**config.mk**
```make
export PLATFORM = sky130hd
export DESIGN_NAME = spi_xfer_master
export DESIGN_NICKNAME = d
export VERILOG_FILES = /design/src/rtl/spi_xfer_pkg.sv /design/src/rtl/spi_xfer_halfper.sv /design/src/rtl/spi_xfer_shifter.sv /design/src/rtl/spi_xfer_master.sv
export SDC_FILE = /design/constraint.sdc
export NUM_CORES = 1
export LEC_CHECK = 0
export ABC_CLOCK_PERIOD_IN_PS = 2000
export BUFFER_PORTS_ARGS = -buffer_cell sky130_fd_sc_hd__clkbuf_2
export CAP_MARGIN = 20
export CORE_MARGIN = 1
export CORE_UTILIZATION = 40
export CTS_CLUSTER_DIAMETER = 30
export DETAILED_ROUTE_END_ITERATION = 6
export HOLD_SLACK_MARGIN = 0.02
export PLACE_DENSITY = 0.62
export SKIP_LAST_GASP = 1
export SYNTH_ARGS = -nofsm -noshare
export SYNTH_HDL_FRONTEND = slang
export SYNTH_SLANG_ARGS = --single-unit
```
**constraint.sdc**
```tcl
create_clock -name clk -period 2 [get_ports clk]
set_input_delay 0.2 -clock clk [delete_from_list [all_inputs] [get_ports clk]]
set_output_delay 0.2 -clock clk [all_outputs]
set_load 0.03 [all_outputs]
```
**src/rtl/spi_xfer_pkg.sv**
```systemverilog
package spi_xfer_pkg;

    typedef enum logic [1:0] {
        ST_IDLE,
        ST_LEAD,
        ST_XFER,
        ST_GAP
    } spi_state_e;

    // Odd-numbered transitions are leading ones (away from idle).
    function automatic logic edge_is_sample(input logic phase, input logic edge_odd);
        return phase ? !edge_odd : edge_odd;
    endfunction

    // Launch on the other transition; in phase 1 the first bit is already out.
    function automatic logic edge_is_launch(input logic phase, input logic edge_odd,
                                            input logic first_edge);
        return !edge_is_sample(phase, edge_odd) && !(phase && first_edge);
    endfunction

endpackage

```
**src/rtl/spi_xfer_halfper.sv**
```systemverilog
module spi_xfer_halfper #(
    parameter int HALF_DIV = 2
) (
    input  logic clk,
    input  logic rst,
    input  logic clear,
    output logic tick
);
    localparam int CW = (HALF_DIV > 2) ? $clog2(HALF_DIV) : 1;
    localparam logic [CW-1:0] LAST = CW'(HALF_DIV - 1);

    logic [CW-1:0] cnt_d, cnt_q;

    always_comb begin
        if (clear || cnt_q == LAST) begin
            cnt_d = '0;
        end else begin
            cnt_d = cnt_q + CW'(1);
        end
        tick = !clear && (cnt_q == LAST);
    end

    always_ff @(posedge clk) begin
        if (rst) begin
            cnt_q <= '0;
        end else begin
            cnt_q <= cnt_d;
        end
    end
endmodule

```
**src/rtl/spi_xfer_shifter.sv**
```systemverilog
module spi_xfer_shifter #(
    parameter int DATA_W = 8
) (
    input  logic              clk,
    input  logic              rst,
    input  logic              load,
    input  logic [DATA_W-1:0] load_data,
    input  logic              launch,
    input  logic              sample,
    input  logic              lsb_first,
    input  logic              miso,
    output logic              mosi,
    output logic [DATA_W-1:0] rx_data
);
    typedef struct packed {
        logic [DATA_W-1:0] tx;
        logic [DATA_W-1:0] rx;
    } shreg_t;

    shreg_t sh_d, sh_q;

    always_comb begin
        sh_d = sh_q;
        if (load) begin
            sh_d.tx = load_data;
            sh_d.rx = '0;
        end else begin
            if (launch) begin
                sh_d.tx = lsb_first ? {1'b0, sh_q.tx[DATA_W-1:1]}
                                    : {sh_q.tx[DATA_W-2:0], 1'b0};
            end
            if (sample) begin
                sh_d.rx = lsb_first ? {miso, sh_q.rx[DATA_W-1:1]}
                                    : {sh_q.rx[DATA_W-2:0], miso};
            end
        end
        mosi    = lsb_first ? sh_q.tx[0] : sh_q.tx[DATA_W-1];
        rx_data = sh_q.rx;
    end

    always_ff @(posedge clk) begin
        if (rst) begin
            sh_q <= '0;
        end else begin
            sh_q <= sh_d;
        end
    end
endmodule

```
**src/rtl/spi_xfer_master.sv**
```systemverilog
module spi_xfer_master
    import spi_xfer_pkg::*;
#(
    parameter int DATA_W   = 8,
    parameter int HALF_DIV = 2
) (
    input  logic              clk,
    input  logic              rst,
    input  logic              start,
    input  logic [DATA_W-1:0] tx_data,
    input  logic              cpol,
    input  logic              cpha,
    input  logic              lsb_first,
    output logic              sck,
    output logic              mosi,
    input  logic              miso,
    output logic              ss_n,
    output logic              busy,
    output logic              done,
    output logic [DATA_W-1:0] rx_data
);
    localparam int EDGES = 2 * DATA_W;
    localparam int EW    = $clog2(EDGES + 1);
    localparam logic [EW-1:0] LAST_EDGE = EW'(EDGES);
    localparam logic [EW-1:0] GAP_HALVES_M1 = EW'(1);

    typedef struct packed {
        spi_state_e    st;
        logic [EW-1:0] edges;
        logic          sck;
        logic          ss_n;
        logic          busy;
        logic          done;
    } ctl_t;

    ctl_t r_d, r_q;

    logic          tick;
    logic          load;
    logic          do_edge;
    logic          sample_en;
    logic          launch_en;
    logic [EW-1:0] next_edge;

    spi_xfer_halfper #(.HALF_DIV(HALF_DIV)) u_halfper (
        .clk   (clk),
        .rst   (rst),
        .clear (r_q.st == ST_IDLE),
        .tick  (tick)
    );

    spi_xfer_shifter #(.DATA_W(DATA_W)) u_shifter (
        .clk       (clk),
        .rst       (rst),
        .load      (load),
        .load_data (tx_data),
        .launch    (launch_en),
        .sample    (sample_en),
        .lsb_first (lsb_first),
        .miso      (miso),
        .mosi      (mosi),
        .rx_data   (rx_data)
    );

    always_comb begin
        next_edge = r_q.edges + EW'(1);
        do_edge   = tick && ((r_q.st == ST_LEAD) ||
                             (r_q.st == ST_XFER && r_q.edges != LAST_EDGE));
        sample_en = do_edge && edge_is_sample(cpha, next_edge[0]);
        launch_en = do_edge && edge_is_launch(cpha, next_edge[0], next_edge == EW'(1));

        r_d      = r_q;
        r_d.done = 1'b0;
        load     = 1'b0;

        unique case (r_q.st)
            ST_IDLE: begin
                r_d.sck  = cpol;
                r_d.ss_n = 1'b1;
                if (start) begin
                    load      = 1'b1;
                    r_d.st    = ST_LEAD;
                    r_d.ss_n  = 1'b0;
                    r_d.busy  = 1'b1;
                    r_d.edges = '0;
                end
            end
            ST_LEAD: begin
                if (tick) begin
                    r_d.sck   = ~r_q.sck;
                    r_d.edges = next_edge;
                    r_d.st    = ST_XFER;
                end
            end
            ST_XFER: begin
                if (tick) begin
                    if (r_q.edges == LAST_EDGE) begin
                        r_d.ss_n  = 1'b1;
                        r_d.edges = '0;
                        r_d.st    = ST_GAP;
                    end else begin
                        r_d.sck   = ~r_q.sck;
                        r_d.edges = next_edge;
                    end
                end
            end
            ST_GAP: begin
                if (tick) begin
                    if (r_q.edges == GAP_HALVES_M1) begin
                        r_d.st    = ST_IDLE;
                        r_d.busy  = 1'b0;
                        r_d.done  = 1'b1;
                        r_d.edges = '0;
                    end else begin
                        r_d.edges = next_edge;
                    end
                end
            end
            default: r_d.st = ST_IDLE;
        endcase

        sck  = r_q.sck;
        ss_n = r_q.ss_n;
        busy = r_q.busy;
        done = r_q.done;
    end

    always_ff @(posedge clk) begin
        if (rst) begin
            r_q <= '{st: ST_IDLE, edges: '0, sck: cpol, ss_n: 1'b1, busy: 1'b0, done: 1'b0};
        end else begin
            r_q <= r_d;
        end
    end
endmodule

```
Word level (Yosys, flattened, before mapping) --
Index checks and enable logic that the tools add are counted.
Word-level totals: input bits 15, bits in registers 28, output and inout bits 13, logic and storage cells 84
Operators by class: reductions and logical operators 26, equal/unequal tests 16, bitwise operators 3, multiplexer cells 28, add/subtract/negate cells 2
Operator list (count):
- 8-bit two-way mux | 5
- 7-bit one-hot mux with 4 select lines | 1
- 16-bit two-way mux | 1
- 7-bit two-way mux | 2
- 4-bit AND reduction | 3
- 5-bit by 1-bit equality test with 1-bit output, second input constant | 2
- 2-bit two-way mux | 5
- 5-bit two-way mux | 2
- 2-bit inequality test, second input constant | 5
- 9-bit two-way mux | 1
- 3-bit inequality test, second input constant | 3
- 1-bit logical AND | 7
- 1-bit two-way mux | 7
- 6-bit AND reduction | 1
- 2-bit nonzero test | 3
- 5-bit by 1-bit adder with 5-bit output, second input constant | 1
- 5-bit equality test, second input constant | 1
- 5-bit inequality test, second input constant | 1
- 2-bit equality test, second input constant | 2
- 1-bit zero test | 4
- 4-bit two-way mux | 1
- 1-bit one-hot mux with 2 select lines | 2
- 4-bit nonzero test | 1
- 2-bit OR reduction | 2
- 9 further kinds | 12

Longest topological paths before layout --
depth after elaboration 8, gate-level depth with buffers 10, mapped depth without buffers 7

By module --
A second synthesis with hierarchy kept.
Unflattened totals: cell total of the unflattened synthesis 191, area total of the unflattened synthesis 1691.6 sq um
Modules (own cells, without submodules):
- spi_xfer_shifter | sequential area each 320.3 sq um, area each 889.6 sq um, times used 1, cells each 93
- spi_xfer_master | sequential area each 230.2 sq um, area each 765.7 sq um, times used 1, cells each 95
- spi_xfer_halfper | sequential area each 20.0 sq um, area each 36.3 sq um, times used 1, cells each 3

Worst setup path before layout --
No wires, ideal clock.
kind register -> register, start point reg r_q[9] (netlist bit), end point reg u_shifter.sh_q[8] (netlist bit), path slack 75 ps, setup time 103 ps, cell stages (with the launch flop) 11, path buffers 3, arrival time 1821 ps, data required time 1897 ps, period minus slack after synthesis 1925 ps, cells stage by stage dfxtp_1 > inv_1 > ha_1 > buf_2 > nor2b_4 > and2_1 > buf_2 > o311a_1 > buf_6 > nor3_1 > a2111oi_2
Between the ends: cells in the longest elaborated chain, start to end 6, elaborated cells between the ends (all ways) 12, classes of those cells eq/ne: 2; mux: 2; reduce/logical: 8
RTL lines:
- start, declared | RTL line spi_xfer_master.sv:36 | ctl_t r_d, r_q;
- start signal, assigned | RTL line spi_xfer_master.sv:130 | r_q <= '{st: ST_IDLE, edges: '0, sck: cpol, ss_n: 1'b1, busy: 1'b0, done: 1'b0};
- start signal, assigned | RTL line spi_xfer_master.sv:132 | r_q <= r_d;
- 2-bit equality test or 2-bit zero test (tied branches) | RTL line spi_xfer_master.sv:68, spi_xfer_master.sv:48, spi_xfer_master.sv:76
- 1-bit logical AND or 1-bit zero test (tied branches) | RTL line spi_xfer_master.sv:68, spi_xfer_halfper.sv:20
- 1-bit logical OR or 1-bit logical AND (tied branches) | RTL line spi_xfer_master.sv:67, spi_xfer_halfper.sv:20
- 1-bit logical AND | RTL line spi_xfer_master.sv:67 | do_edge = tick && ((r_q.st == ST_LEAD) ||
- 1-bit logical AND | RTL line spi_xfer_master.sv:70 | launch_en = do_edge && edge_is_launch(cpha, next_edge[0], next_edge == EW'(1));
- 2-bit nonzero test (no line)
- end signal, assigned | RTL line spi_xfer_shifter.sv:43 | sh_q <= '0;
- end signal, assigned | RTL line spi_xfer_shifter.sv:45 | sh_q <= sh_d;
- end, declared | RTL line spi_xfer_shifter.sv:20 | shreg_t sh_d, sh_q;
Parallel ways exist; a longest one is shown, timed or not. A chain may end at the register's enable or synchronous reset.

Worst setup path after layout --
start point reg r_q[4] (netlist bit), end point reg u_shifter.sh_q[8] (netlist bit)
Between the ends: cells in the longest elaborated chain, start to end 7, elaborated cells between the ends (all ways) 14, classes of those cells add/sub: 1; eq/ne: 2; mux: 1; reduce/logical: 10
RTL lines:
- 5-bit by 1-bit adder with 5-bit output | RTL line spi_xfer_master.sv:66 | next_edge = r_q.edges + EW'(1);
- 5-bit by 1-bit equality test with 1-bit output or 1-bit zero test (tied branches) | RTL line spi_xfer_master.sv:70, spi_xfer_pkg.sv:12
- 1-bit logical AND or 1-bit two-way mux (tied branches) | RTL line spi_xfer_pkg.sv:18, spi_xfer_pkg.sv:12
- 1-bit zero test | RTL line spi_xfer_pkg.sv:18 | return !edge_is_sample(phase, edge_odd) && !(phase && first_edge);
- 1-bit logical AND | RTL line spi_xfer_pkg.sv:18
- 1-bit logical AND (*) | RTL line spi_xfer_master.sv:70
- 2-bit nonzero test (no line) (*)
Mark *: on every way between the ends. The rest lies on a longest branch, timed or not.

==> metrics.csv <==
metric,value,unit
clock skew,0.01028,ns
Clock power frac,19.9,%
Reg-to-Reg Start,r_q[4],
Worst path max stage delay,0.40,ns
Post-route DRC,0,
clock slew at reported path FFs,0.10,ns
CP Class,reg -> reg,
post-route ant nets,0,
Die Y-Extent,66.09,um
Area growth syn-to-layout,16.30,%
"top cells by area, synth","dfxtp_1 (33%), mux2i_1 (10%), ha_1 (5.3%), a211oi_1 (4.1%), buf_4 (4.1%)",
Synth Cell Area,1643,um^2
DR vias/cell,5.450,
Slew HR,65.79,%
initial antenna violation count,0,
register-to-register setup slack,0.08,ns
dpl hpwl,2.655,mm
crit path from,r_q[4],
filler cell count,363,
Slew Limit Fails,0,
core area,3799,um^2
Synth top cells by count,"dfxtp_1 (27), nor2_1 (18), mux2i_1 (17)",
worst flop-to-flop path endpoint,u_shifter.sh_q[8],
Sw Ratio,37.84,%
crit-path cells,ha_2 -> xor2_1 -> a2111o_1 -> o311a_4 -> nor3_1 -> a2111oi_2,
# setup viols final,0,
minimum clock period,1.917,ns
GRT Util Overall,18.28,%
most numerous cell in the Yosys netlist,dfxtp_1,
Sink Count,28,
share of flip-flops with an asynchronous set or reset,0,%
Worst Setup EP,u_shifter.sh_q[8],
"EDFF count, synth",1,
final hold vios,0,
required time of the critical path,2.15,ns
Synth Flop Type,dfxtp_1,
R2R depth,6,
YS warnings,0,
max-cap viol count,0,
vias in the first global route,1312,
layout cells sized above 1,27.14,%
FMAX,521.6,MHz
Core Rows,22,
Inst Count DP,254,
IO buf count,27,
share of power burned in combinational logic,44.2,%
largest net degree at the start of global routing,24,
CP arrival,2.07,ns
TNS Setup,0,ns
CP Launch Type,flop,
Ports,28,
Clock Tree Root,clkbuf_8,
LEAKAGE,0.7855,nW
Avg WL per Cell,14.10,um
Pwr Total,2.003,mW
sequential share of the synthesized area,34.73,%
number of synthesized register bits,28,
routed wire length,3.639,mm
first-pass GRT wire length,6.085,mm
Yosys top cell area share,32.90,%
PwrDens,1048,nW/um^2
deepest clock path buffer count,2,
number of DRC markers in iteration 0,56,
Initial Util,43.25,%
Psw,757.9,uW
Min-Delay Startpoint,tx_data[5],
Nets,233,
via count,1406,
Cell variety after synth,41,
worst skew pair latency,0.28,ns
post-layout instance count excluding filler cells,258,
Die Width,66.09,um
Hold WS,0.1361,ns
average size of a mapped cell,8.880,um^2
Post-CTS Setup Bufs,0,
crit-path max FO,10,
CTS tree,yes,
Pint,1.245,mW
post-route clock period utilization,95.87,%
Placer Congestion,0.8519,
maximum vdd drop,0.0006625,V
crit path max-delay cell type,a2111o_1,
Mapped Nets,207,
RSZ-0062 raised after global routing,yes,
H-Tree Depth,1,
Ant. Diodes,0,
hold crit path type,in -> reg,
cells after synthesis,185,
critical path endpoint category,flop,
total grt overflow,0,
outcome,"finished, final reports clean",
CTS Buf Count,3,
DRT Pass-1 Iters,4,
Die Area,4367,um^2
worst slew pin tran,0.5132,ns
Synth area leader,dfxtp_1,
Reg power frac,35.8,%
==> routing by layer <==
metal | part of all wire (%) | wire length (um) | global-route usage [%] | vias to the layer above
met5 | 0 | 0 | 0 | -
met4 | 0.60 | 22 | 5.585 | 0
met3 | 3.7 | 134 | 2.414 | 2
met2 | 52 | 1890 | 33.16 | 32
met1 | 44 | 1592 | 22.08 | 660
li1 | - | - | - | 712
==> cell type report <==
cell class                      instances  area [um^2]  share of cell area [%]
Clock buffer                            4        66.31                   3.471
Tap cell                               48        60.06                   3.143
Timing Repair Buffer                   41        240.2                   12.57
Multi-Input combinational cell        130        945.9                   49.51
Sequential cell                        28        571.8                   29.93
Inverter                                7        26.28                   1.375
==> cell families after synthesis <==
group,synth area share [%]
and+or+nand+nor,18.13
buffers and inverters,9.367
AOI/OAI and AO/OA,19.80
muxes,11.04
adders and majority gates,5.331
DFF,34.73
xor gates and xnor gates,1.600
==> worst min path at each step <==
| stage | to | depth (start not counted) |
|---|---|---|
| global placement | u_halfper.cnt_q | 1 |
| CTS | u_shifter.sh_q[14] | 3 |
| floorplan | u_shifter.sh_q[15] | 1 |
| detailed placement | u_halfper.cnt_q | 1 |
| global route | u_shifter.sh_q[14] | 3 |
| finish | u_shifter.sh_q[13] | 3 |
==> metrics by stage <==
| step | area, um^2 | setup WS, ns | utilization [%] |
|---|---|---|---|
| detailed placement | 1815 | -0.08815 | 47.79 |
| finish | 1911 | 0.08267 | 50.30 |
| global placement | 1815 | 0.007630 | 47.79 |
| global route | 1911 | -0.01664 | 50.30 |
| floorplan | 1643 | 0.07549 | - |
| CTS | 1893 | 0.03167 | 49.84 |
==> flip-flops by register name, indices dropped and copies added, names as in the netlist <==
signal,count
done,1
busy,1
u_shifter.sh_q,8
r_q,7
u_halfper.cnt_q,1
u_shifter.rx_data,8
sck,1
ss_n,1
==> layout by cell type (no fill, tap or decap), drive strengths merged, types with 2 or more instances in the layout <==
cell	count
clkbuf	31
dfxtp	27
nor2	18
mux2i	17
buf	14
nand2	12
nand3	10
a211oi	10
a21oi	9
inv	7
ha	7
nor3	6
o221ai	6
nand2b	4
a31oi	3
a22oi	3
o21ai	3
xor2	2
and2	2
a2111oi	2
nand3b	2
==> power by group through the flow <==
stage                     clock [mW]  combinational [mW]  sequential (mW)
final                          0.399               0.886            0.718
after detailed placement           0               0.878            0.730
after floorplan                    0               0.564            0.757
after global placement             0               0.848            0.721
after global routing           0.433               0.978            0.728
after CTS                      0.411               0.884            0.718
==> what timing repair did <==
item / in CTS / in global routing
hold endpoints to repair: 0 / 0
gates resized for setup: 2 / 4
endpoints found under the setup margin: 8 / 14
hold buffers: 0 / 0
==> critical path, delay by kind of cell (launching register included) <==
family          cells  cell delay [ns]
compound gates      3             0.87
xor+xnor            1             0.14
fa+ha+maj           1             0.22
flops               1             0.34
simple gates        1             0.23
Power figures use the tool's default switching activity.
